$ cat src/rtl/pbm_pkg.sv
// Package: shared digit type and elaboration-time helpers for the
// pre-encoded Booth multiplier. Assumes N is even.
package pbm_pkg;

    // One radix-4 digit as it is stored: sign, magnitude 2, magnitude 1.
    typedef struct packed {
        logic neg;
        logic mag2;
        logic mag1;
    } bdigit_t;

    // Number of 3:2 levels needed to bring `rows` operands down to two.
    function automatic int csa_levels(input int rows);
        int r;
        int l;
        r = rows;
        l = 0;
        while (r > 2) begin
            r = 2 * (r / 3) + (r % 3);
            l++;
        end
        return l;
    endfunction

endpackage

$ cat src/rtl/pbm_ppgen.sv
// Partial product selector for one pre-encoded radix-4 digit.
// Produces N+1 bits: the operand, the operand doubled, or zero, with every
// bit inverted for a negative digit. The +1 that completes the negation is
// added elsewhere. Assumes a legal triplet (magnitude bits not both set).
module pbm_ppgen
    import pbm_pkg::*;
#(
    parameter int N = 16
) (
    input  logic [N-1:0] a_i,
    input  bdigit_t      dig_i,
    output logic [N:0]   pp_o
);

    // Operand with a zero below bit 0 and a sign copy above bit N-1.
    logic [N+1:0] a_ext;
    assign a_ext = {a_i[N-1], a_i, 1'b0};

    // One selector per output bit; ext index i+1 is a[i], index i is a[i-1].
    for (genvar i = 0; i <= N; i++) begin : g_bit
        assign pp_o[i] = ((dig_i.mag1 & a_ext[i+1]) | (dig_i.mag2 & a_ext[i])) ^ dig_i.neg;
    end

endmodule

$ cat src/rtl/pbm_csa_tree.sv
// Carry-save reduction tree: compresses ROWS operands of W bits into a sum
// row and a carry row with levels of 3:2 counters. Arithmetic is modulo 2^W.
// Assumes ROWS >= 2.
module pbm_csa_tree
    import pbm_pkg::*;
#(
    parameter int ROWS = 9,
    parameter int W    = 32
) (
    input  logic [W-1:0] rows_i [ROWS],
    output logic [W-1:0] sum_o,
    output logic [W-1:0] carry_o
);

    localparam int LEVELS = csa_levels(ROWS);

    logic [W-1:0] cur [ROWS];
    logic [W-1:0] nxt [ROWS];
    int           cnt;
    int           ncnt;

    // Level-by-level 3:2 compression; leftover rows pass to the next level.
    always_comb begin
        cur  = rows_i;
        cnt  = ROWS;
        nxt  = '{default: '0};
        ncnt = 0;
        for (int l = 0; l < LEVELS; l++) begin
            nxt  = '{default: '0};
            ncnt = 0;
            for (int g = 0; g < ROWS / 3; g++) begin
                if (3 * g + 2 < cnt) begin
                    nxt[ncnt]     = cur[3*g] ^ cur[3*g+1] ^ cur[3*g+2];
                    nxt[ncnt + 1] = ((cur[3*g] & cur[3*g+1]) |
                                     (cur[3*g] & cur[3*g+2]) |
                                     (cur[3*g+1] & cur[3*g+2])) << 1;
                    ncnt = ncnt + 2;
                end
            end
            for (int r = 0; r < ROWS; r++) begin
                if (r >= 3 * (cnt / 3) && r < cnt) begin
                    nxt[ncnt] = cur[r];
                    ncnt = ncnt + 1;
                end
            end
            cur = nxt;
            cnt = ncnt;
        end
        sum_o   = cur[0];
        carry_o = cur[1];
    end

endmodule

$ cat src/rtl/pbm_mult.sv
// Pre-encoded radix-4 Booth multiplier, top level.
// Takes an N-bit two's complement operand and a coefficient given as N/2
// signed-digit triplets, and registers the 2N-bit product one cycle later.
// Assumes: N even, 4 <= N <= 32; triplets are legal, with negative zero
// stored with a cleared sign, so each correction bit is the sign bit.
module pbm_mult
    import pbm_pkg::*;
#(
    parameter int N = 16
) (
    input  logic                 clk,
    input  logic                 rst_n,
    input  logic                 in_valid,
    input  logic [N-1:0]         a_in,
    input  logic [3*(N/2)-1:0]   coef_in,
    output logic                 out_valid,
    output logic [2*N-1:0]       prod_out
);

    localparam int K    = N / 2;
    localparam int PW   = 2 * N;
    localparam int ROWS = K + 1;

    bdigit_t        dig   [K];
    logic [N:0]     pp    [K];
    logic [PW-1:0]  rows  [ROWS];
    logic [PW-1:0]  cor;
    logic [PW-1:0]  t_sum;
    logic [PW-1:0]  t_carry;
    logic [PW-1:0]  prod_c;

    // One selector per digit, each row weighted by 4^j and sign extended.
    for (genvar j = 0; j < K; j++) begin : g_digit
        assign dig[j] = bdigit_t'(coef_in[3*j +: 3]);

        pbm_ppgen #(.N(N)) u_ppgen (
            .a_i   (a_in),
            .dig_i (dig[j]),
            .pp_o  (pp[j])
        );

        assign rows[j] = {{(PW-N-1){pp[j][N]}}, pp[j]} << (2 * j);

        // stored triplets are legal (no 3 and no negative zero)
        a_r1_legal_triplet: assert property (@(posedge clk) disable iff (!rst_n)
            in_valid |-> (!(dig[j].mag1 && dig[j].mag2) &&
                          !(dig[j].neg && !dig[j].mag1 && !dig[j].mag2)));

        // inverted row plus its correction bit equals digit times operand
        a_r9_row_value: assert property (@(posedge clk) disable iff (!rst_n)
            in_valid |->
            (longint'($signed(pp[j])) + longint'(dig[j].neg)) ==
            ((dig[j].neg ? -1 : 1) * (dig[j].mag2 ? 2 : (dig[j].mag1 ? 1 : 0)) *
             longint'($signed(a_in))));
    end

    // Correction row: the sign bit of digit j lands at weight 4^j.
    always_comb begin
        cor = '0;
        for (int j = 0; j < K; j++) begin
            cor[2*j] = dig[j].neg;
        end
    end

    assign rows[K] = cor;

    pbm_csa_tree #(.ROWS(ROWS), .W(PW)) u_tree (
        .rows_i  (rows),
        .sum_o   (t_sum),
        .carry_o (t_carry)
    );

    // Final carry-propagate merge of the two tree rows.
    assign prod_c = t_sum + t_carry;

    // Output register: loads on valid input, holds otherwise.
    always_ff @(posedge clk) begin
        if (!rst_n) begin
            prod_out  <= '0;
            out_valid <= 1'b0;
        end else begin
            out_valid <= in_valid;
            if (in_valid) begin
                prod_out <= prod_c;
            end
        end
    end

    // Reference value of digit-times-operand sums, used only by assertions.
    logic [PW-1:0] chk_prod;
    always_comb begin
        longint acc;
        acc = 0;
        for (int j = 0; j < K; j++) begin
            acc = acc + (longint'((dig[j].neg ? -1 : 1) *
                                  (dig[j].mag2 ? 2 : (dig[j].mag1 ? 1 : 0)))
                         * longint'($signed(a_in))) * (longint'(1) <<< (2 * j));
        end
        chk_prod = PW'(acc);
    end

    // registered product equals the digit-weighted product
    a_r2_product: assert property (@(posedge clk) disable iff (!rst_n)
        in_valid |=> prod_out == $past(chk_prod));

    // valid output follows valid input by one cycle
    a_r3_valid_follows: assert property (@(posedge clk) disable iff (!rst_n)
        in_valid |=> out_valid);
    a_r3_no_spurious_valid: assert property (@(posedge clk) disable iff (!rst_n)
        !in_valid |=> !out_valid);

    // product holds while no input is valid
    a_r4_hold: assert property (@(posedge clk) disable iff (!rst_n)
        !in_valid |=> $stable(prod_out));

    // reset clears both outputs
    a_r5_reset_clear: assert property (@(posedge clk)
        !rst_n |=> (!out_valid && prod_out == '0));

endmodule

$ cat config.mk
export PLATFORM = sky130hd
export DESIGN_NAME = pbm_mult
export DESIGN_NICKNAME = d
export VERILOG_FILES = /design/src/rtl/pbm_pkg.sv /design/src/rtl/pbm_ppgen.sv /design/src/rtl/pbm_csa_tree.sv /design/src/rtl/pbm_mult.sv
export SDC_FILE = /design/constraint.sdc
export NUM_CORES = 1
export LEC_CHECK = 0
export BUFFER_PORTS_ARGS = -buffer_cell sky130_fd_sc_hd__buf_2
export CAP_MARGIN = 15
export CORE_ASPECT_RATIO = 1.4
export CORE_MARGIN = 5
export CORE_UTILIZATION = 50
export DETAILED_ROUTE_END_ITERATION = 10
export PLACE_DENSITY_LB_ADDON = 0.12
export SYNTH_ARGS = -nofsm -noshare
export SYNTH_HDL_FRONTEND = slang
export SYNTH_SLANG_ARGS = --single-unit
$ cat constraint.sdc
create_clock -name clk -period 13.3 [get_ports clk]
set_clock_uncertainty 0.1 [all_clocks]
set_input_delay 1.33 -clock clk [delete_from_list [all_inputs] [get_ports clk]]
set_output_delay 1.33 -clock clk [all_outputs]
set_load 0.05 [all_outputs]
==> reports/qor.txt, run 1 <==
CORE AREA - 0.0173 mm^2
largest net degree at the start of global routing - 38
post-synthesis async set-or-reset flop share - 0
number of synthesized flops with an enable pin - 0
Routed Antenna Nets - 0
fin cells - 1247
Hold/Removal Path Class - flop to flop
gpl congestion - 0.859
Num CTS Buffers - 5
critical-path maximum fanout - 18
Mapped Area - 0.00876 mm^2
fin. max-slew vios - 0
reg2reg setup slack - 12.54 ns
share of layout cells above drive strength 1 - 0.0969
DR vias - 6873
post-synthesis cell count - 1018
reg2reg end - prod_out[28]
reg-to-reg startpoint - prod_out[28]
Die H - 167 um
MaxCap Viol Count - 0
die outline area - 0.0203 mm^2
area delta synth->final - 5.70%
placed cell areas - 0.00909 mm^2
vias per cell - 5.51
Multi-input gate area - 0.00709 mm^2
Top Ports - 76
kind of critical path - primary input to flop
antenna diode count - 0
most common cell after layout, fill and taps aside - inv_1
Post-CTS Setup Inserts - 0
Rows - 57
Placed Cells - 1239
clock sink count - 33
status - completed
global-route wire length before repair - 35700 um
Period minus WS final - 6.24 ns
initial core utilization - 0.505
Netlist cell types - 60
final count of negative-setup-slack endpoints - 0
Hold-fix buffers, CTS - 0
Die X - 122 um
Reg area - 661 um^2
setup TNS - 0 ns
Hold Violations, Final - 0
post-synthesis sequential area ratio - 0.0754
CTS resizes - 0
Worst Hold Path Cells - 2
yosys warns - 0
RSZ-0062 raised after global routing - no
Synth Flop Type - dfxtp_1
final WL - 21800 um
Worst Hold Endpoint - prod_out[25]
Layout Nets - 1233
Worst slew margin - 0.485
TritonCTS clock tree - yes
design area - 0.00926 mm^2
Worst Setup End Kind - flop
DRC viols - 0
hold_sp - prod_out[25]
Arrival @ worst endpoint - 6.28 ns
commonest cells after routing, fill and taps aside - 176 x inv_1, 153 x xnor2_1, 120 x a22oi_1
fmax - 160 MHz
worst endpoint required time - 13.35 ns
Mean Syn Cell Area - 8.60 um^2
antenna violations before repair - 0
worst hold slack - 0.341 ns
GRT overflow - 0
drt first-iter violations - 347
CTS H-tree depth - 2
Final Cycle Share - 0.469
syn nets - 1241
clk buf depth - 2
crit path launch type - primary input
DR pass1 iterations - 5
Clk Latency, worst-skew pair - 0.27 ns
fill cell count - 1728
average wire per standard cell - 17.5 um
synthesized flop and latch total - 33
Detailed Place HPWL - 17500 um
clock slew at reported path FFs - 0.05 ns
number of port buffers - 75
number of global-route vias before repair - 6940
gr usage total - 0.216
R2R depth - 1
measured slew at the worst slew-check pin - 0.773 ns
clock root buffer - clkbuf_16
==> cell type report <==
type	count	area share
Sequential cell	33	0.0714
Clock inverter	1	0.00324
Tap cell	236	0.0319
Clock buffer	7	0.0154
Multi-Input combinational cell	718	0.766
Timing Repair Buffer	75	0.0405
Inverter	177	0.0718
==> worst max path at each step <==
| stage | startpoint | slack (ns) | end | depth (start not counted) |
|---|---|---|---|---|
| 2_1_floorplan | coef_in[17] | 7.05 | prod_out[29] | 18 |
| 3_3_place_gp | coef_in[1] | 6.90 | prod_out[26] | 19 |
| 3_5_place_dp | coef_in[0] | 6.76 | prod_out[26] | 19 |
| 4_1_cts | coef_in[0] | 7.06 | prod_out[30] | 19 |
| 5_1_grt | coef_in[0] | 6.72 | prod_out[26] | 19 |
| 6_report | coef_in[0] | 7.06 | prod_out[26] | 19 |
==> through the flow <==
step | util | setup slack [ns]
2_1_floorplan | - | 7.05
3_3_place_gp | 0.524 | 6.90
3_5_place_dp | 0.524 | 6.76
4_1_cts | 0.534 | 7.06
5_1_grt | 0.534 | 6.72
6_report | 0.534 | 7.06
==> cells by family (layout without fill, tap and decap cells) <==
logic type      count (synthesis)  count (layout)  synth area share
compound gates                238             238             0.196
xor+xnor                      169             169             0.170
fa+ha+maj                     185             185             0.358
buf+inv                       267             260             0.115
flops                          33              33            0.0754
mux                            15              15            0.0173
simple gates                  111             111            0.0687
==> cell usage after synthesis, types with 2 or more instances <==
| library cell | count | area share |
|---|---|---|
| a211oi_1 | 2 | 0.0017 |
| a211oi_2 | 2 | 0.0029 |
| a21boi_0 | 4 | 0.0034 |
| a21boi_1 | 3 | 0.0026 |
| a21o_1 | 18 | 0.015 |
| a21oi_1 | 25 | 0.014 |
| a221o_1 | 2 | 0.0023 |
| a22oi_1 | 120 | 0.10 |
| a31oi_1 | 6 | 0.0043 |
| and2_1 | 2 | 0.0014 |
| and3_1 | 4 | 0.0029 |
| and4_1 | 2 | 0.0020 |
| buf_1 | 7 | 0.0030 |
| buf_2 | 5 | 0.0029 |
| clkbuf_1 | 78 | 0.033 |
| dfxtp_1 | 33 | 0.075 |
| fa_1 | 111 | 0.25 |
| ha_1 | 69 | 0.099 |
| inv_1 | 176 | 0.075 |
| maj3_1 | 5 | 0.0057 |
| mux2i_1 | 14 | 0.016 |
| nand2_1 | 31 | 0.013 |
| nand2b_1 | 3 | 0.0021 |
| nand3_1 | 11 | 0.0063 |
| nand3b_1 | 10 | 0.0086 |
| nand4_1 | 9 | 0.0064 |
| nor2_1 | 11 | 0.0047 |
| nor2b_1 | 14 | 0.010 |
| nor3_1 | 6 | 0.0034 |
| o2111ai_1 | 2 | 0.0020 |
| o211a_1 | 2 | 0.0023 |
| o21a_1 | 2 | 0.0017 |
| o21ai_0 | 14 | 0.0080 |
| o21ai_1 | 17 | 0.0097 |
| o21bai_1 | 6 | 0.0051 |
| o31ai_1 | 2 | 0.0017 |
| xnor2_1 | 153 | 0.15 |
| xor2_1 | 15 | 0.015 |
==> critical path, stage by stage <==
cell and delay, ns:
buf_2 0.21, o21ai_1 0.32, xor2_2 0.38, xnor2_1 0.22, xnor2_1 0.35, inv_1 0.22
fa_1 0.52, inv_1 0.05, fa_1 0.47, inv_1 0.05, fa_1 0.44, ha_1 0.40
and3_4 0.24, and3_2 0.24, a221oi_1 0.31, o21ai_2 0.10, a41oi_4 0.22, xnor2_1 0.14
o21ai_1 0.07
==> registers in the layout (all words and copies together) (netlist names) <==
register   cells
out_valid      1
prod_out      32
==> per-layer routing <==
metal | share of wire | GRT usage | vias up
met5 | 0 | 0 | -
met4 | 0.013 | 0.0468 | 0
met3 | 0.039 | 0.0105 | 17
met2 | 0.49 | 0.370 | 178
met1 | 0.45 | 0.302 | 3350
li1 | - | - | 3328
Power of run 1 is not shown: default switching activity piles up to over one toggle a cycle in this logic, so the estimate is an artifact.
==> run 2, diff against run 1 <==
Clock period 13.3 ns to 6.38 ns, I/O delays scaled along.
==> run 2 against run 1 <==
  * Via count did not move
  * Setup slack got worse by 6.2 ns
  * Register-to-register slack got worse by 6.9 ns
  * First-iteration DRC count increased by 12%
  * Core utilization is 0.24 points higher
  * Non-clock buffer count grew 5
  * Worst hold slack improved by 0.016 ns
  * Cell count rose by 0.40%
  * Final area grew 0.45%
  * Sequential cell count is the same
  * Die area unchanged
  * Critical path type unchanged
==> reports/qor.txt, run 2 (same netlist as run 1, synthesis figures left out) <==
Hold Violations, Final - 0
CTS resizes - 0
Num CTS Buffers - 5
Multi-input gate area - 0.00709 mm^2
measured slew at the worst slew-check pin - 0.599 ns
fin. max-slew vios - 0
DR vias - 6873
gpl congestion - 0.896
Die X - 122 um
Rows - 57
clock slew at reported path FFs - 0.05 ns
Worst Setup End Kind - flop
final count of negative-setup-slack endpoints - 0
status - completed
Layout Nets - 1238
largest net degree at the start of global routing - 38
Setup WS pre-CTS - 0.554 ns
setup slack after layout - 0.860 ns
antenna diode count - 0
share of layout cells above drive strength 1 - 0.102
clock root buffer - clkbuf_16
worst endpoint required time - 6.43 ns
MaxCap Viol Count - 0
drt first-iter violations - 388
CORE AREA - 0.0173 mm^2
antenna violations before repair - 0
number of port buffers - 75
number of global-route vias before repair - 6809
worst-path cell chain - buf_2, o21ai_1, xor2_2, xnor2_1, xnor2_1, inv_1, fa_1, inv_1, fa_1, inv_1, fa_1, ha_1, and3_4, and3_2, a221oi_1, o21ai_2, a41oi_4, xnor2_1, o21ai_1
commonest cells after routing, fill and taps aside - 176 x inv_1, 153 x xnor2_1, 120 x a22oi_1
CTS H-tree depth - 2
most common cell after layout, fill and taps aside - inv_1
DRC viols - 0
Top Family by Delay on Critical Path - adder cells
crit path launch type - primary input
vias per cell - 5.49
TritonCTS clock tree - yes
Routed Antenna Nets - 0
fin cells - 1252
Hold/Removal Path Class - flop to flop
met3 wire length - 901 um
Clk Latency, worst-skew pair - 0.27 ns
critical-path maximum fanout - 18
gr usage total - 0.208
Period minus WS final - 5.52 ns
Reg area - 661 um^2
kind of critical path - primary input to flop
average wire per standard cell - 16.9 um
Hold-fix buffers, CTS - 0
clk buf depth - 2
Worst slew margin - 0.600
WL met1 - 9880 um
Die H - 167 um
Final Cycle Share - 0.865
RSZ-0062 raised after global routing - no
global-route wire length before repair - 34700 um
final WL - 21100 um
Post-CTS Setup Inserts - 0
top layer in use - met4
fmax - 181 MHz
Top Ports - 76
area delta synth->final - 6.17%
CP Buf/Inv Count - 4
max reg flops - 32
Arrival @ worst endpoint - 5.57 ns
Detailed Place HPWL - 17300 um
fill cell count - 1720
setup TNS - 0 ns
Placed Cells - 1244
GRT overflow - 0
Met2 Wirelength - 10100 um
Slowest-stage cell, CP - fa_1
die outline area - 0.0203 mm^2
DR pass1 iterations - 5
clock sink count - 33
top flop regs - prod_out: 32 flops, out_valid: 1 flops
initial core utilization - 0.505
Top reg by flops - prod_out
largest stage delay on the critical path - 0.52 ns
run 2: routing by layer:
metal | up-vias | track usage
met1 | 3345 | 0.301
met4 | 0 | 0.0453
met5 | - | 0
li1 | 3342 | -
met2 | 171 | 0.346
met3 | 15 | 0.0105
run 2: path summary, 6_finish.rpt:
| check | start | to | slack [ns] | depth (start not counted) |
|---|---|---|---|---|
| max | coef_in[0] | prod_out[26] | 0.86 | 19 |
| min | prod_out[22] | prod_out[22] | 0.36 | 2 |
| max reg2reg | prod_out[28] | prod_out[28] | 5.62 | 1 |
| min reg2reg | prod_out[22] | prod_out[22] | 0.36 | 2 |
run 2: area by class of cell:
type                       count  area share
clock buffer                   6      0.0149
clock inverter                 2     0.00404
inverter                     177      0.0714
multi-input combinational    718       0.762
sequential                    33      0.0710
tap                          236      0.0318
timing repair buffer          80      0.0444
run 2: worst min-delay path: stages, from the launching register on:
cell	delay [ns]
dfxtp_1	0.31
nand2_1	0.05
o31ai_1	0.05
run 2: per-stage QoR:
step | utilization | cell area, um^2 | hold WS, ns
3_3_place_gp | 0.526 | 9120 | 0.332
2_1_floorplan | - | 8760 | 0.560
5_1_grt | 0.537 | 9300 | 0.386
6_report | 0.537 | 9300 | 0.357
3_5_place_dp | 0.526 | 9120 | 0.336
4_1_cts | 0.537 | 9300 | 0.361
Power of run 2 is left out for the same reason.
